$ cat src/rtl/dac_cmd_pkg.sv
package dac_cmd_pkg;
  localparam int SEL_W  = 2;
  localparam int ADDR_W = 5;

  typedef enum logic [2:0] {
    OP_NOP, OP_CLRWR, OP_SCLR, OP_PDN, OP_PUP, OP_SRST, OP_REGWR
  } op_e;

  typedef enum logic [1:0] {SQ_IDLE, SQ_WALK, SQ_WAIT} sq_e;

  // select 00 picks a special function by address; any other select is a register write
  function automatic op_e decode_op(input logic [SEL_W-1:0] sel,
                                    input logic [ADDR_W-1:0] addr);
    if (sel != '0) return OP_REGWR;
    case (addr)
      5'h01:   return OP_CLRWR;
      5'h02:   return OP_SCLR;
      5'h08:   return OP_PDN;
      5'h09:   return OP_PUP;
      5'h0F:   return OP_SRST;
      default: return OP_NOP;   // listed no-op and every unlisted code
    endcase
  endfunction
endpackage

$ cat src/rtl/dac_cmd_decode.sv
module dac_cmd_decode
  import dac_cmd_pkg::*;
(
  input  logic              idle,
  input  logic              pd,
  input  logic              hw_clr_n,
  input  logic              cmd_valid,
  input  logic [SEL_W-1:0]  cmd_sel,
  input  logic [ADDR_W-1:0] cmd_addr,
  output logic              walk_start,
  output logic              clrwr_fire,
  output logic              nop_fire,
  output logic              pdn_fire,
  output logic              pup_fire,
  output logic              srst_fire,
  output logic              gain_we,
  output logic              offs_we,
  output logic              data_we
);
  op_e  op;
  logic hw_go, cmd_go, sclr_fire, regwr;

  always_comb begin
    op        = decode_op(cmd_sel, cmd_addr);
    hw_go     = idle && !hw_clr_n && !pd;
    cmd_go    = idle && !hw_go && cmd_valid;
    sclr_fire = cmd_go && (op == OP_SCLR) && !pd;
    walk_start = hw_go || sclr_fire;
    clrwr_fire = cmd_go && (op == OP_CLRWR) && !pd;
    nop_fire   = cmd_go && (op == OP_NOP);
    pdn_fire   = cmd_go && (op == OP_PDN);
    pup_fire   = cmd_go && (op == OP_PUP);
    srst_fire  = cmd_go && (op == OP_SRST);
    regwr      = cmd_go && (op == OP_REGWR) && !pd;
    gain_we    = regwr && (cmd_sel == 2'b01);
    offs_we    = regwr && (cmd_sel == 2'b10);
    data_we    = regwr && (cmd_sel == 2'b11);
  end
endmodule

$ cat src/rtl/dac_cmd_seq.sv
module dac_cmd_seq
  import dac_cmd_pkg::*;
#(
  parameter int NCH          = 32,
  parameter int PWRUP_CYCLES = 40,
  parameter int RESET_CYCLES = 60,
  localparam int CW   = $clog2(NCH),
  localparam int MAXC = (PWRUP_CYCLES > RESET_CYCLES) ? PWRUP_CYCLES : RESET_CYCLES,
  localparam int TW   = $clog2(MAXC + 1)
) (
  input  logic          clk,
  input  logic          rst_n,
  input  logic          walk_start,
  input  logic          nop_fire,
  input  logic          pdn_fire,
  input  logic          pup_fire,
  input  logic          srst_fire,
  output logic          idle,
  output logic          busy_n,
  output logic          sw_pd,
  output logic          walk_en,
  output logic [CW-1:0] walk_idx
);
  sq_e           state;
  logic [TW-1:0] tmr;

  // busy-low length minus one, as loaded into the wait timer
  function automatic logic [TW-1:0] wait_load(input logic is_rst, input logic is_pup);
    if (is_rst) return TW'(RESET_CYCLES - 1);
    if (is_pup) return TW'(PWRUP_CYCLES - 1);
    return '0;
  endfunction

  always_ff @(posedge clk or negedge rst_n) begin
    if (!rst_n) begin
      state    <= SQ_IDLE;
      tmr      <= '0;
      walk_idx <= '0;
      sw_pd    <= 1'b0;
    end else begin
      case (state)
        SQ_IDLE: begin
          if (walk_start) begin
            state    <= SQ_WALK;
            walk_idx <= '0;
          end else if (srst_fire || pup_fire || pdn_fire || nop_fire) begin
            state <= SQ_WAIT;
            tmr   <= wait_load(srst_fire, pup_fire);
          end
          if (pdn_fire) sw_pd <= 1'b1;
          if (pup_fire || srst_fire) sw_pd <= 1'b0;
        end
        SQ_WALK: begin
          walk_idx <= walk_idx + 1'b1;
          if (walk_idx == CW'(NCH - 1)) state <= SQ_IDLE;
        end
        SQ_WAIT: begin
          if (tmr == '0) state <= SQ_IDLE;
          else           tmr   <= tmr - 1'b1;
        end
        default: state <= SQ_IDLE;
      endcase
    end
  end

  assign idle    = (state == SQ_IDLE);
  assign busy_n  = idle;
  assign walk_en = (state == SQ_WALK);

  assert_walk_begins_R3: assert property (@(posedge clk) disable iff (!rst_n)
    walk_start |=> (walk_en && walk_idx == '0 && !busy_n));
  assert_walk_ends_R3: assert property (@(posedge clk) disable iff (!rst_n)
    (walk_en && walk_idx == CW'(NCH - 1)) |=> busy_n);
  assert_nop_pulse_R5: assert property (@(posedge clk) disable iff (!rst_n)
    nop_fire |=> !busy_n ##1 busy_n);
  assert_pdn_sets_R6: assert property (@(posedge clk) disable iff (!rst_n)
    pdn_fire |=> sw_pd);
  assert_pup_clears_R7: assert property (@(posedge clk) disable iff (!rst_n)
    pup_fire |=> !sw_pd);
endmodule

$ cat src/rtl/dac_cmd_regbank.sv
module dac_cmd_regbank #(
  parameter int NCH = 32,
  parameter int DW  = 14,
  localparam int CW = $clog2(NCH)
) (
  input  logic          clk,
  input  logic          rst_n,
  input  logic          srst,
  input  logic          clrwr,
  input  logic          data_we,
  input  logic          gain_we,
  input  logic          offs_we,
  input  logic [CW-1:0] wr_chan,
  input  logic [DW-1:0] wr_val,
  input  logic          walk_en,
  input  logic [CW-1:0] walk_idx,
  input  logic [CW-1:0] rd_chan,
  output logic [DW-1:0] clr_code,
  output logic [DW-1:0] rd_data,
  output logic [DW-1:0] rd_gain,
  output logic [DW-1:0] rd_offs
);
  function automatic logic [DW-1:0] gain_default();
    return '1;   // full scale
  endfunction

  logic [DW-1:0] data_arr [NCH];
  logic [DW-1:0] gain_arr [NCH];
  logic [DW-1:0] offs_arr [NCH];
  logic [DW-1:0] clr_q;

  always_ff @(posedge clk or negedge rst_n) begin
    if (!rst_n)     clr_q <= '0;
    else if (srst)  clr_q <= '0;
    else if (clrwr) clr_q <= wr_val;
  end

  for (genvar c = 0; c < NCH; c++) begin : g_ch
    logic [DW-1:0] d_q, g_q, o_q;
    logic          hit_wr, hit_walk;
    assign hit_wr   = (wr_chan == CW'(c));
    assign hit_walk = walk_en && (walk_idx == CW'(c));

    always_ff @(posedge clk or negedge rst_n) begin
      if (!rst_n) begin
        d_q <= '0;
        g_q <= gain_default();
        o_q <= '0;
      end else if (srst) begin
        d_q <= '0;
        g_q <= gain_default();
        o_q <= '0;
      end else begin
        if (hit_walk)               d_q <= clr_q;
        else if (data_we && hit_wr) d_q <= wr_val;
        if (gain_we && hit_wr) g_q <= wr_val;
        if (offs_we && hit_wr) o_q <= wr_val;
      end
    end

    assign data_arr[c] = d_q;
    assign gain_arr[c] = g_q;
    assign offs_arr[c] = o_q;
  end

  assign clr_code = clr_q;
  assign rd_data  = data_arr[rd_chan];
  assign rd_gain  = gain_arr[rd_chan];
  assign rd_offs  = offs_arr[rd_chan];

  assert_clrwr_stores_R2: assert property (@(posedge clk) disable iff (!rst_n)
    (clrwr && !srst) |=> (clr_code == $past(wr_val)));
  assert_srst_zero_R8: assert property (@(posedge clk) disable iff (!rst_n)
    srst |=> (clr_code == '0));
endmodule

$ cat src/rtl/dac_cmd_ctrl.sv
module dac_cmd_ctrl
  import dac_cmd_pkg::*;
#(
  parameter int NCH          = 32,
  parameter int DW           = 14,
  parameter int PWRUP_CYCLES = 40,
  parameter int RESET_CYCLES = 60,
  localparam int CW = $clog2(NCH)
) (
  input  logic              clk,
  input  logic              rst_n,
  input  logic              cmd_valid,
  input  logic [SEL_W-1:0]  cmd_sel,
  input  logic [ADDR_W-1:0] cmd_addr,
  input  logic [DW-1:0]     cmd_data,
  input  logic              hw_clr_n,
  input  logic              hw_pd,
  input  logic [CW-1:0]     rd_chan,
  output logic              busy_n,
  output logic              pd_active,
  output logic [DW-1:0]     clr_code,
  output logic [DW-1:0]     rd_data,
  output logic [DW-1:0]     rd_gain,
  output logic [DW-1:0]     rd_offset
);
  logic          idle, sw_pd, walk_en;
  logic [CW-1:0] walk_idx;
  logic walk_start, clrwr_fire, nop_fire, pdn_fire, pup_fire, srst_fire;
  logic gain_we, offs_we, data_we;

  assign pd_active = hw_pd | sw_pd;

  dac_cmd_decode u_dec (
    .idle(idle), .pd(pd_active), .hw_clr_n(hw_clr_n), .cmd_valid(cmd_valid),
    .cmd_sel(cmd_sel), .cmd_addr(cmd_addr),
    .walk_start(walk_start), .clrwr_fire(clrwr_fire), .nop_fire(nop_fire),
    .pdn_fire(pdn_fire), .pup_fire(pup_fire), .srst_fire(srst_fire),
    .gain_we(gain_we), .offs_we(offs_we), .data_we(data_we)
  );

  dac_cmd_seq #(.NCH(NCH), .PWRUP_CYCLES(PWRUP_CYCLES), .RESET_CYCLES(RESET_CYCLES)) u_seq (
    .clk(clk), .rst_n(rst_n), .walk_start(walk_start), .nop_fire(nop_fire),
    .pdn_fire(pdn_fire), .pup_fire(pup_fire), .srst_fire(srst_fire),
    .idle(idle), .busy_n(busy_n), .sw_pd(sw_pd), .walk_en(walk_en), .walk_idx(walk_idx)
  );

  dac_cmd_regbank #(.NCH(NCH), .DW(DW)) u_regs (
    .clk(clk), .rst_n(rst_n), .srst(srst_fire), .clrwr(clrwr_fire),
    .data_we(data_we), .gain_we(gain_we), .offs_we(offs_we),
    .wr_chan(cmd_addr[CW-1:0]), .wr_val(cmd_data),
    .walk_en(walk_en), .walk_idx(walk_idx), .rd_chan(rd_chan),
    .clr_code(clr_code), .rd_data(rd_data), .rd_gain(rd_gain), .rd_offs(rd_offset)
  );

  // a busy sequencer accepts nothing, so the clear code cannot move
  assert_busy_holds_R9: assert property (@(posedge clk) disable iff (!rst_n)
    !busy_n |=> $stable(clr_code));
  // only a reset may touch the clear code while powered down
  assert_pd_locks_R6: assert property (@(posedge clk) disable iff (!rst_n)
    (pd_active && !srst_fire) |=> $stable(clr_code));
  assert_pd_no_walk_R6: assert property (@(posedge clk) disable iff (!rst_n)
    (pd_active && busy_n) |=> !walk_en);
endmodule

$ cat config.mk
export PLATFORM = sky130hd
export DESIGN_NAME = dac_cmd_ctrl
export DESIGN_NICKNAME = d
export VERILOG_FILES = /design/src/rtl/dac_cmd_pkg.sv /design/src/rtl/dac_cmd_decode.sv /design/src/rtl/dac_cmd_seq.sv /design/src/rtl/dac_cmd_regbank.sv /design/src/rtl/dac_cmd_ctrl.sv
export SDC_FILE = /design/constraint.sdc
export NUM_CORES = 2
export LEC_CHECK = 0
export BUFFER_PORTS_ARGS = -buffer_cell sky130_fd_sc_hd__buf_2
export CORE_ASPECT_RATIO = 1.25
export CORE_MARGIN = 3
export CORE_UTILIZATION = 60
export CTS_BUF_LIST = sky130_fd_sc_hd__clkbuf_8 sky130_fd_sc_hd__clkbuf_16
export CTS_CLUSTER_DIAMETER = 50
export DETAILED_ROUTE_END_ITERATION = 12
export GPL_TIMING_DRIVEN = 0
export PLACE_DENSITY = 0.76
export REMOVE_ABC_BUFFERS = 1
export SLEW_MARGIN = 40
export SYNTH_ARGS = -nofsm -noshare
export SYNTH_HDL_FRONTEND = slang
export SYNTH_SLANG_ARGS = --single-unit
$ cat constraint.sdc
create_clock -name clk -period 7 [get_ports clk]
set_input_delay 0.7 -clock clk [delete_from_list [all_inputs] [get_ports clk]]
set_output_delay 0.7 -clock clk [all_outputs]
set_load 0.02 [all_outputs]
==> results.md <==
- The flow ran to the end, and the final reports show no timing, DRC or antenna violations.
- The classification of the worst-slack hold path is in -> reg.
- Among all stages on the critical path, the largest delay is contributed by sky130_fd_sc_hd__or4b_4.
- The share of the yosys chip area belonging to registers is between 40% and 50%.
- Summing all placed instances gives a cell area of roughly 78000 µm².
- The number of violations of the max-capacitance limit is 0.
- By instance count, the leading cell after synthesis is sky130_fd_sc_hd__nand2_1.
- The biggest area contributor in the post-synthesis netlist is sky130_fd_sc_hd__dfrtp_1.
- The number of warning messages in the yosys log is 0.
- The share of total power dissipated in the clock network is 37.4%.
- In the final layout, the share of cells above drive strength 1 is ~28%.
- For the final routed database, the setup TNS stands at 0 ps.
- At the worst endpoint, the required time is roughly 7700 ps.
- Combinational cells account for 17.8% of the total power.
- The number of H-tree branching levels is 4.
- By area the synthesized netlist is led by sky130_fd_sc_hd__dfrtp_1 31%, sky130_fd_sc_hd__dfstp_2 16%, sky130_fd_sc_hd__mux4_2 13%, sky130_fd_sc_hd__nand3_1 9.1%, sky130_fd_sc_hd__nand2_1 7.2%.
- The final number of setup-violating endpoints is 0.
- The die is around 320 µm wide.
- The number of placement rows is 143.
- The post-synthesis cell count is between 7000 and 8000.
- The floorplan step defined a die boundary enclosing 128000 µm².
- For this run the aggregate overflow at the end of global routing stands at 0.
- In the finished design, the share of the clock period the worst path needs comes to approximately three quarters.
- The power density normalized to cell area is ~260 nW/µm².
- The hold violation total from the final report is 0.
- Global routing consumed, over all layers together, 38.1% of the routing resources.
- In the final routed layout, each cell accounts on average for 27.9 µm.
- The largest net degree at the start of global routing is 110.
- Clock-pin slew was measured on the worst setup and hold paths at roughly 60 ps.
- STA classifies the critical path startpoint as a flip-flop.
- The internal power of the cells totals 15800 µW.
- Setup repair after global routing left no endpoint under its margin.
- The post-CTS setup buffer count is 0.
- By count the netlist is led by 1428 x sky130_fd_sc_hd__nand2_1, 1357 x sky130_fd_sc_hd__nand3_1, 924 x sky130_fd_sc_hd__dfrtp_1, 623 x sky130_fd_sc_hd__clkbuf_1, 495 x sky130_fd_sc_hd__nor2_1.
- The via count of the first global-routing pass is around 65000.
- The finished cells cover between 80000 and 90000 µm².
- At the worst endpoint, the arrival time is 5910 ps.
- For this run, the slowest stage of the critical path takes 600 ps.
- The I/O pin total is between 80 and 90.
- In this run, flip-flops and latches consume approximately 45% of the power.
- Post-CTS repair changed the size of 0 cells.
- The net switching power figure is between 6000 and 7000 µW.
- The max-slew violation count is 0.
- The buffer type at the clock tree root is sky130_fd_sc_hd__clkbuf_16.
- The final wirelength is about 240000 µm.
- The area fraction of the dominant cell type after synthesis is around 31%.
- The register bit count reported by yosys is between 1000 and 1500.
- After clock tree synthesis, the flow added hold-fix buffers numbering 1.
- No sink is reached through more buffers than the 3 on the longest clock path.
- The relative area change from synthesis to final layout is 12.2%.
- After detailed routing, the number of remaining DRC violations is 0.
- For this block, the initial DRC count from the detailed router was about 8400.
- The number of vias in the routed layout is 63300.
- The fraction of registers with async set or reset after synthesis is 100%.
- For the pin with the worst max-slew slack, the measured transition is ~840 ps.
- The number of flops mapped to enable cells by yosys is 0.
- The average size of a mapped cell is between 9 and 10 µm².
- The number of antenna violations at the first check in global routing is 6.
- The count of unique library cells instantiated by Yosys is 56.
- The source-to-sink clock delay at the later pin of the worst-skew pair is 790 ps.
- The CTS tree is yes.
- Across the VDD grid, the largest voltage drop is ~220 µV.
- Broken down by cell family, the worst path's largest delay share belongs to buffers and inverters.
- Based on the critical path, the design can be clocked at up to between 150 and 200 MHz.
- Measured against its own limit, the worst slew margin works out to 43.7%.
- The time the final worst path needs with I/O delays and setup is 5250 ps.
- The core area is 122000 µm².
- The prevailing post-synth register cell is sky130_fd_sc_hd__dfrtp_1.
- The maximum clock skew at final layout is around 26 ps.
- The cell leakage power is about 0.037 µW.
- The vertical extent of the die is between 300 and 400 µm.
- For this configuration, the core starts out at a cell density of roughly three fifths.
- The detailed-placement wirelength estimate is about 150000 µm.
- The number of buffers and inverters on the critical path is 17.
- Counting stages on the worst path, the most repeated cell is sky130_fd_sc_hd__buf_6.
- Routability-driven placement finished with a final weighted congestion of roughly 0.87.
- The element type at the critical path end is a flip-flop.
- Dividing the detail-routed via count by the number of cells gives around 7.2.
- The cell area that synthesis handed to floorplanning was approximately 74000 µm².
- The largest fanout of any net on the critical path is 16.
- The worst setup path is of the reg -> reg kind.
- The number of nets with antenna violations after detailed routing is 0.
- The total number of clock tree sinks is around 1400.
- The count of TritonRoute iterations in the first routing pass is 9.
- During placement, the flow inserted port buffers numbering between 80 and 90.
- The critical path goes through or4b_4 > or3_4 > nor3_4 > buf_6 > buf_6 > buf_4 > buf_6 > buf_6 > buf_6 > buf_6 > buf_6 > buf_6 > buf_6 > buf_6 > buf_6 > buf_6 > buf_6 > buf_6 > buf_6 > buf_6 > a21oi_1.
- The first-pass GRT wire length is roughly 380000 µm.
- The TritonCTS buffer count is between 150 and 200.
- The switching share of power is around 28%.
- The number of nets in the layout is roughly 7100.
==> registers in the layout (all words and copies together), names as in the netlist <==
| signal | count |
|---|---|
| u_seq.state | 2 |
| u_regs.g_ch.g_q | 448 |
| u_seq.sw_pd | 1 |
| u_seq.tmr | 6 |
| u_regs.clr_code | 14 |
| u_regs.g_ch.d_q | 448 |
| u_seq.walk_idx | 5 |
| u_regs.g_ch.o_q | 448 |
==> worst reg2reg max path, stage by stage (launching register included) <==
cell,delay [ps]
sky130_fd_sc_hd__dfrtp_1,530
sky130_fd_sc_hd__or4b_4,600
sky130_fd_sc_hd__or3_4,440
sky130_fd_sc_hd__nor3_4,310
sky130_fd_sc_hd__buf_6,230
sky130_fd_sc_hd__buf_6,190
sky130_fd_sc_hd__buf_4,270
sky130_fd_sc_hd__buf_6,200
sky130_fd_sc_hd__buf_6,180
sky130_fd_sc_hd__buf_6,180
sky130_fd_sc_hd__buf_6,170
sky130_fd_sc_hd__buf_6,190
sky130_fd_sc_hd__buf_6,180
sky130_fd_sc_hd__buf_6,190
sky130_fd_sc_hd__buf_6,190
sky130_fd_sc_hd__buf_6,170
sky130_fd_sc_hd__buf_6,150
sky130_fd_sc_hd__buf_6,160
sky130_fd_sc_hd__buf_6,190
sky130_fd_sc_hd__buf_6,190
sky130_fd_sc_hd__buf_6,170
sky130_fd_sc_hd__a21oi_1,60
==> cells in the final DEF (no fill, tap or decap), drive strengths merged, types with 42 or more instances in the layout <==
cell type,instances
nand3,1758
a211oi,42
mux4,420
buf,341
inv,48
nor2,506
nand2,1428
mux2,43
mux2i,58
a21oi,451
a311oi,406
dfrtp,924
dfstp,448
clkbuf,190
==> logic make-up (layout without fill, tap and decap cells) <==
| family | after synthesis | in the layout | share of synthesized area, % |
|---|---|---|---|
| compound gates | 924 | 924 | 8.49 |
| xor+xnor | 5 | 5 | 0.0588 |
| fa+ha+maj | 8 | 8 | 0.134 |
| buf+inv | 932 | 619 | 5.52 |
| flops | 1372 | 1372 | 46.9 |
| mux | 521 | 521 | 14.1 |
| other cells | 0 | 2 | 0 |
| simple gates | 3740 | 3740 | 24.8 |
==> worst paths after layout <==
path,start,end,slack [ps],cells past startpoint
max reg2reg,u_seq.state[1]$_DFFE_PN0P_,u_regs.g_ch[13].o_q[9]$_DFFE_PN0P_,1750,21
max in group asynchronous,rst_n,u_regs.g_ch[5].o_q[3]$_DFFE_PN0P_,3990,7
min,cmd_data[7],u_regs.g_ch[1].o_q[7]$_DFFE_PN0P_,300,3
max,u_seq.state[1]$_DFFE_PN0P_,u_regs.g_ch[13].o_q[9]$_DFFE_PN0P_,1750,21
min reg2reg,u_regs.g_ch[19].g_q[13]$_DFFE_PN1P_,u_regs.g_ch[19].g_q[13]$_DFFE_PN1P_,490,2
min in group asynchronous,rst_n,u_regs.g_ch[16].d_q[6]$_DFFE_PN0P_,350,2
==> per-layer routing <==
metal  track usage (%)  routed length [µm]
met4              26.8               19100
met5                 0                  42
met3              10.1               28900
met1              47.3               84400
met2              58.5              112000
==> power groups by stage <==
stage / clock [µW] / combinational, µW / sequential [µW]
floorplan: 0 / 2340 / 9820
global placement: 0 / 3480 / 10100
detailed placement: 0 / 3780 / 9950
CTS: 8280 / 3820 / 9840
global route: 8590 / 4190 / 9980
finish: 8250 / 3930 / 9890
==> area by class of cell <==
class	count	area, µm²
sequential	1372	34900
fill	8611	38900
timing repair buffer	342	5610
clock inverter	78	711
clock buffer	190	4410
inverter	9	33.8
tap	1595	2000
multi-input combinational	5198	35800
antenna	2	5.00
==> metrics by stage <==
stage                     std cells  setup WS, ps  hold WS [ps]  util [%]  power, µW
final                          8786          1750           298      68.2      22100
after floorplan                6579        -20810           404         -      12200
after global routing           8784          1620           291      68.2      22800
after detailed placement       8515          1420           476      64.0      13700
after global placement         8262        -35660           470      59.5      13600
after CTS                      8784          1880           248      68.2      21900
(Power assumes the default switching activity.)
